`config.mk`:
```
export PLATFORM = sky130hd
export DESIGN_NAME = rdy_handshake
export DESIGN_NICKNAME = d
export VERILOG_FILES = /design/src/rtl/rdy_pkg.sv /design/src/rtl/rdy_hs_path.sv /design/src/rtl/rdy_hs_ctrl.sv /design/src/rtl/rdy_handshake.sv
export SDC_FILE = /design/constraint.sdc
export NUM_CORES = 1
export LEC_CHECK = 0
export ABC_AREA = 0
export BUFFER_PORTS_ARGS = -buffer_cell sky130_fd_sc_hd__buf_2
export CAP_MARGIN = 20
export CORE_AREA = 2 2 39 41
export DETAILED_ROUTE_END_ITERATION = 8
export DIE_AREA = 0 0 41 43
export SKIP_CTS_REPAIR_TIMING = 1
export SYNTH_ARGS = -nofsm -noshare
export SYNTH_HDL_FRONTEND = slang
export SYNTH_SLANG_ARGS = --single-unit
```
`constraint.sdc`:
```
create_clock -name clk -period 1.34 [get_ports clk]
set_clock_uncertainty 0.05 [all_clocks]
set_input_delay 0.268 -clock clk [delete_from_list [all_inputs] [get_ports clk]]
set_output_delay 0.268 -clock clk [all_outputs]
set_load 0.01 [all_outputs]
```
`src/rtl/rdy_pkg.sv`:
```
package rdy_pkg;

  typedef enum logic [2:0] {
    ST_IDLE   = 3'd0,
    ST_ARM    = 3'd1,
    ST_READY  = 3'd2,
    ST_ACTIVE = 3'd3,
    ST_DONE   = 3'd4
  } hsState_t;

  // Strobes from control to datapath
  typedef struct packed {
    logic srdyAssert;    // pull peripheral ready low
    logic srdyRelease;   // let peripheral ready go high
    logic captureOrigin; // latch who opened the transaction
    logic originRemote;  // value to latch
  } hsCtrl_t;

endpackage

```
`src/rtl/rdy_hs_path.sv`:
```
module rdy_hs_path
  import rdy_pkg::*;
#(
  parameter int SYNC_STAGES = 2
) (
  input  logic    clk,
  input  logic    rstN,
  input  logic    mrdyN,
  input  hsCtrl_t ctrl,
  output logic    mrdyLow,
  output logic    mrdyRise,
  output logic    srdyN,
  output logic    remoteInit
);

  localparam int LAST = SYNC_STAGES - 1;

  logic [LAST:0] stageQ;
  logic          prevQ;
  logic          srdyQ;
  logic          originQ;

  // Synchroniser chain, idle level is high
  always_ff @(posedge clk or negedge rstN) begin
    if (!rstN) begin
      stageQ <= '1;
      prevQ  <= 1'b1;
    end else begin
      stageQ <= {stageQ[LAST-1:0], mrdyN};
      prevQ  <= stageQ[LAST];
    end
  end

  assign mrdyLow  = ~stageQ[LAST];
  assign mrdyRise = stageQ[LAST] & ~prevQ;

  // Peripheral ready register, moved only by control strobes
  always_ff @(posedge clk or negedge rstN) begin
    if (!rstN) begin
      srdyQ <= 1'b1;
    end else if (ctrl.srdyAssert) begin
      srdyQ <= 1'b0;
    end else if (ctrl.srdyRelease) begin
      srdyQ <= 1'b1;
    end
  end

  // Origin of the transaction
  always_ff @(posedge clk or negedge rstN) begin
    if (!rstN) begin
      originQ <= 1'b0;
    end else if (ctrl.captureOrigin) begin
      originQ <= ctrl.originRemote;
    end
  end

  assign srdyN      = srdyQ;
  assign remoteInit = originQ;

endmodule

```
`src/rtl/rdy_hs_ctrl.sv`:
```
module rdy_hs_ctrl
  import rdy_pkg::*;
(
  input  logic    clk,
  input  logic    rstN,
  input  logic    sendReq,
  input  logic    rxArmAck,
  input  logic    mrdyLow,
  input  logic    mrdyRise,
  output hsCtrl_t ctrl,
  output logic    armRx,
  output logic    xferEn,
  output logic    xferDone
);

  hsState_t stateQ;
  hsState_t stateD;

  always_ff @(posedge clk or negedge rstN) begin
    if (!rstN) begin
      stateQ <= ST_IDLE;
    end else begin
      stateQ <= stateD;
    end
  end

  always_comb begin
    stateD = stateQ;
    ctrl   = '0;
    unique case (stateQ)
      ST_IDLE: begin
        if (sendReq || mrdyLow) begin
          stateD             = ST_ARM;
          ctrl.captureOrigin = 1'b1;
          ctrl.originRemote  = ~sendReq; // local request wins a tie
        end
      end
      ST_ARM: begin
        if (rxArmAck) begin
          stateD          = ST_READY;
          ctrl.srdyAssert = 1'b1;
        end
      end
      ST_READY: begin
        if (mrdyLow) begin
          stateD = ST_ACTIVE;
        end
      end
      ST_ACTIVE: begin
        if (mrdyRise) begin
          stateD           = ST_DONE;
          ctrl.srdyRelease = 1'b1;
        end
      end
      ST_DONE: begin
        stateD = ST_IDLE;
      end
      default: begin
        stateD = ST_IDLE;
      end
    endcase
  end

  assign armRx    = (stateQ == ST_ARM);
  assign xferEn   = (stateQ == ST_ACTIVE) && mrdyLow;
  assign xferDone = (stateQ == ST_DONE);

endmodule

```
`src/rtl/rdy_handshake.sv`:
```
module rdy_handshake
  import rdy_pkg::*;
#(
  parameter int SYNC_STAGES = 2
) (
  input  logic clk,
  input  logic rstN,
  input  logic mrdyN,
  input  logic sendReq,
  input  logic rxArmAck,
  output logic armRx,
  output logic srdyN,
  output logic xferEn,
  output logic remoteInit,
  output logic xferDone
);

  hsCtrl_t ctrl;
  logic    mrdyLow;
  logic    mrdyRise;

  rdy_hs_ctrl u_ctrl (
    .clk      (clk),
    .rstN     (rstN),
    .sendReq  (sendReq),
    .rxArmAck (rxArmAck),
    .mrdyLow  (mrdyLow),
    .mrdyRise (mrdyRise),
    .ctrl     (ctrl),
    .armRx    (armRx),
    .xferEn   (xferEn),
    .xferDone (xferDone)
  );

  rdy_hs_path #(.SYNC_STAGES(SYNC_STAGES)) u_path (
    .clk        (clk),
    .rstN       (rstN),
    .mrdyN      (mrdyN),
    .ctrl       (ctrl),
    .mrdyLow    (mrdyLow),
    .mrdyRise   (mrdyRise),
    .srdyN      (srdyN),
    .remoteInit (remoteInit)
  );

endmodule

```
# Word-level counts from Yosys, hierarchy flattened
# Index checks and enable logic that the tools add are counted.
# word_totals
register_bits,8
out_inout_bits,5
elab_cells,35
input_bits,5
# op_classes
mux,13
n_bitwise,4
eq_ne,8
reduce_logical,5
# ops
cell,count
two-way mux 3 bit,4
one-hot mux 3 bit (4 select lines),1
equality test 3 x 2 -> 1 bit (second input constant),2
two-way mux 1 bit,6
inequality test 2 bit (second input constant),3
two-way mux 2 bit,2
AND reduction 4 bit,1
equality test 3 x 1 -> 1 bit (second input constant),1
equality test 3 bit (second input constant),1
zero test 3 bit,1
inverter 1 bit,3
inequality test 2 x 1 -> 1 bit (second input constant),1
nonzero test 2 bit,1
bitwise AND 1 bit,1
logical AND 1 bit,1
logical OR 1 bit,1

# Logic depth before layout (Yosys ltp)
# logic_depth
depth_word,6
depth_mapped,4
mapped_depth_nobuf,3

# By module
# A second synthesis with hierarchy kept.
# hier_totals
cells_unflattened,33
hier_area_um2,396.6
# modules_own_cells
module,seq_area_each_um2,instances,area_each_um2,cells_each
rdy_hs_ctrl,75.1,1,231.5,24
rdy_hs_path,130.1,1,165.2,9

# Worst setup path after synthesis
# OpenSTA, ideal clock, no wires.
# synth_timing
path_type,register to output
from,register u_ctrl.stateQ[2]
to,output xferEn
path_buffers,0
t_arrival_ns,0.909
t_required_ns,1.022
slack_ns,0.113
path_stages_with_launch,4
cell_sequence,dfrtp_1 and2b_4 nand2_1 nor2_1
# synth_between
elab_chain_cells,2
# synth_lines
item,line,text
from (decl),rdy_hs_ctrl.sv:16,hsState_t stateQ;
from (signal assigned),rdy_hs_ctrl.sv:23,stateQ <= stateD;
equality test 3 x 2 -> 1 bit,rdy_hs_ctrl.sv:65,assign xferEn = (stateQ == ST_ACTIVE) && mrdyLow;
logical AND 1 bit,rdy_hs_ctrl.sv:65,
to (decl),rdy_handshake.sv:13,"output logic xferEn,"
# No other way between the ends.

# Final worst setup path
# Ends and elaborated chain as after synthesis.

==> results.md <==
- Power Density: 2090 mW/mm^2
- First-pass GRT wire length: 1.12 mm
- Maximum VDD drop: 0.616 mV
- Routed WL per cell: roughly 11 um
- CTS H-tree lvls: 1
- Total global routing track utilization: 10.2%
- CTS buffer count: 3
- Syn Inst Count: 30
- Initial Utilization: ~26%
- Num rows: 14
- Share of the synthesized area in the top cell type: roughly 29%
- Final Hold Fails: 0
- Worst EP arrival: 1.21 ns
- Slew @ Worst Pin: ~0.28 ns
- GRT overflow: 0
- GPL Wtd Cong: 0.623
- Placed cells: between 50 and 60
- I/O Pins: 10
- CTS root buffer: clkbuf_4
- Comb power frac: about two fifths
- Leading cell type in the layout, fill and taps excluded: buf_2
- Port Buf Inserts: 9
- Synthesized area: 357 um^2
- Post-DRT Antenna Nets: 0
- Highest Signal Layer: met3
- Distinct cells, synth: 18
- Startpoint Class: flop
- FMAX: 653 MHz
- Switch share: 35.2%
- Sequential share of power: 39.3%
- Die area: around 0.0018 mm^2
- Worst Path Required: about 1 ns
- Die H: 43 um
- Post-Layout Inst Area: approximately 480 um^2
- YS warnings: 0
- Post-Layout Cell Count: 62
- Post-DP Area: between 400 and 500 um^2
- Maximum clock insertion buffer count: 2
- Initial DRT Pass Iterations: 2
- M1 WL: 306 um
- Internal Dissipation: 0.000649 W
- Finished Core Util: 34.6%
- Crit end category: output port
- Total routed wirelength: 677 um
- Leakage: 0.219 nW
- Relative slew margins: roughly 81%
- Chip width: 41 um
- Vias in the first global route: 264
- Synth area leaders: dfstp_2, dfrtp_1, a21oi_1
- Detailed Place HPWL: 540 um
- Period utilisation layout: 114%
- Pre-CTS setup slack: 0.0645 ns
- Crit-path slowest cell: dfrtp_1
- Routed vias: around 280
- Crit path kind: flop to output port
- Vias per inst: 4.56
- Hold Crit Class: input pin to flop
- Layout Nets: 52
- Sw Pwr: 0.000352 W
- # setup viols final: 3
- Final worst setup slack: -0.192 ns
- Yosys top cell by area: dfstp_2
- Failing checks: setup timing
- Seq/Total Area, Yosys: 57.5%
- 1st-iter DRT viols: 1
- Core Box Area: 0.00138 mm^2
- Diode count: 0
- Storage cell area: 206 um^2
- CP max stage delay: 0.38 ns
- Most frequent cells in the layout: buf_2, a21oi_1, dfstp_2
- DR WL met3: 46 um
- Layout cells sized above 1: 56.5%
- Multi-input logic area: 141 um^2
- Min cycle time layout: 1.53 ns
- Pin count of the biggest net entering global routing: 9
- P&R area growth vs syn: 34.4%
- #FFs+latches synth: 8
- Sink Count: 8
- DRC: 0
- Clk pwr share: 20.0%
- Worst path cell trace: and2b_4, nand2_2, nor2_1, buf_2
- Crit-path max FO: 5
- Metal2 WL: around 320 um
- Max_cap viols: 0
- Status: complete, but fails checks
- CTS tree: built
- Total count of max-transition violations in the final report: 0
- Avg Inst Size Synth: between 10 and 15 um^2
- Initial antenna violation count: 0
- RSZ-0062 raised after global routing: true
- Clock latency on the worst-skew pair: about 0.25 ns
- Syn nets: 35
- Fill count: ~140
- Clk pin slew, worst setup/hold paths: 0.06 ns
-- per-layer routing --
metal  up-vias  GRT usage, %
met5         -             0
met4         0          8.00
met3         0          4.71
met2         7          14.1
met1       139          11.6
li1        137             -
-- registers in the layout, indices dropped and copies added (netlist names) --
| name | cells |
|---|---|
| u_path.prevQ | 1 |
| u_path.srdyN | 1 |
| u_ctrl.stateQ | 3 |
| u_path.remoteInit | 1 |
| u_path.stageQ | 2 |
-- logic make-up after synthesis --
family                 Yosys count  synth area share [%]
AOI/OAI and AO/OA                8                  17.2
muxes                            1                  2.81
DFF                              8                  57.5
and+or+nand+nor                 10                  19.0
buffers and inverters            3                  3.51
-- critical path: cells and delay by family (launching register included) --
family	cells	cell delay [ns]
buf+inv	1	0.13
flops	1	0.38
simple gates	3	0.46
-- worst paths after layout --
path	end	slack [ns]	start	depth (start not counted)
min reg2reg	u_path.stageQ[1]	0.31	u_path.stageQ[0]	0
max reg2reg	u_ctrl.stateQ[0]	0.09	u_path.stageQ[1]	3
min in group asynchronous	u_ctrl.stateQ[0]	0.34	rstN	2
min	u_path.stageQ[0]	0.06	mrdyN	1
max in group asynchronous	u_path.prevQ	0.66	rstN	2
max	xferEn	-0.19	u_ctrl.stateQ[2]	4
-- power groups by stage --
stage | Clock [W] | Combinational [W] | Sequential [W]
3_5_place_dp | 0 | 0.000403 | 0.000394
4_1_cts | 0.000216 | 0.000403 | 0.000390
2_1_floorplan | 0 | 0.000263 | 0.000385
5_1_grt | 0.000228 | 0.000445 | 0.000407
3_3_place_gp | 0 | 0.000397 | 0.000391
6_report | 0.000200 | 0.000407 | 0.000394
-- synthesized netlist by cell type --
cell type,instances
inv_1,2
or2_1,1
o2bb2ai_1,1
mux2i_1,1
a21oi_2,1
a311oi_1,1
and2b_4,1
a311oi_2,1
buf_2,1
nor3_2,2
nor2_1,2
nand2_1,1
dfrtp_1,4
and2_1,1
a21oi_1,4
dfstp_2,4
nor2b_1,1
nor3b_1,1
-- layout make-up --
type,instances,share of cell area (%)
Sequential cell,8,43.1
Multi-Input combinational cell,19,29.5
Timing Repair Buffer,13,16.2
Clock buffer,4,5.48
Tap cell,16,4.18
Inverter,2,1.57
-- metrics by stage --
step	TNS (ns)	hold WS [ns]	power, W
floorplan	0	-0.0776	0.000648
global placement	0	0.0660	0.000788
detailed placement	0	0.0756	0.000797
CTS	-0.478	-0.207	0.00101
global route	-0.634	0.0442	0.00108
finish	-0.401	0.0640	0.00100
No activity file was read; power rests on OpenSTA's default activity.
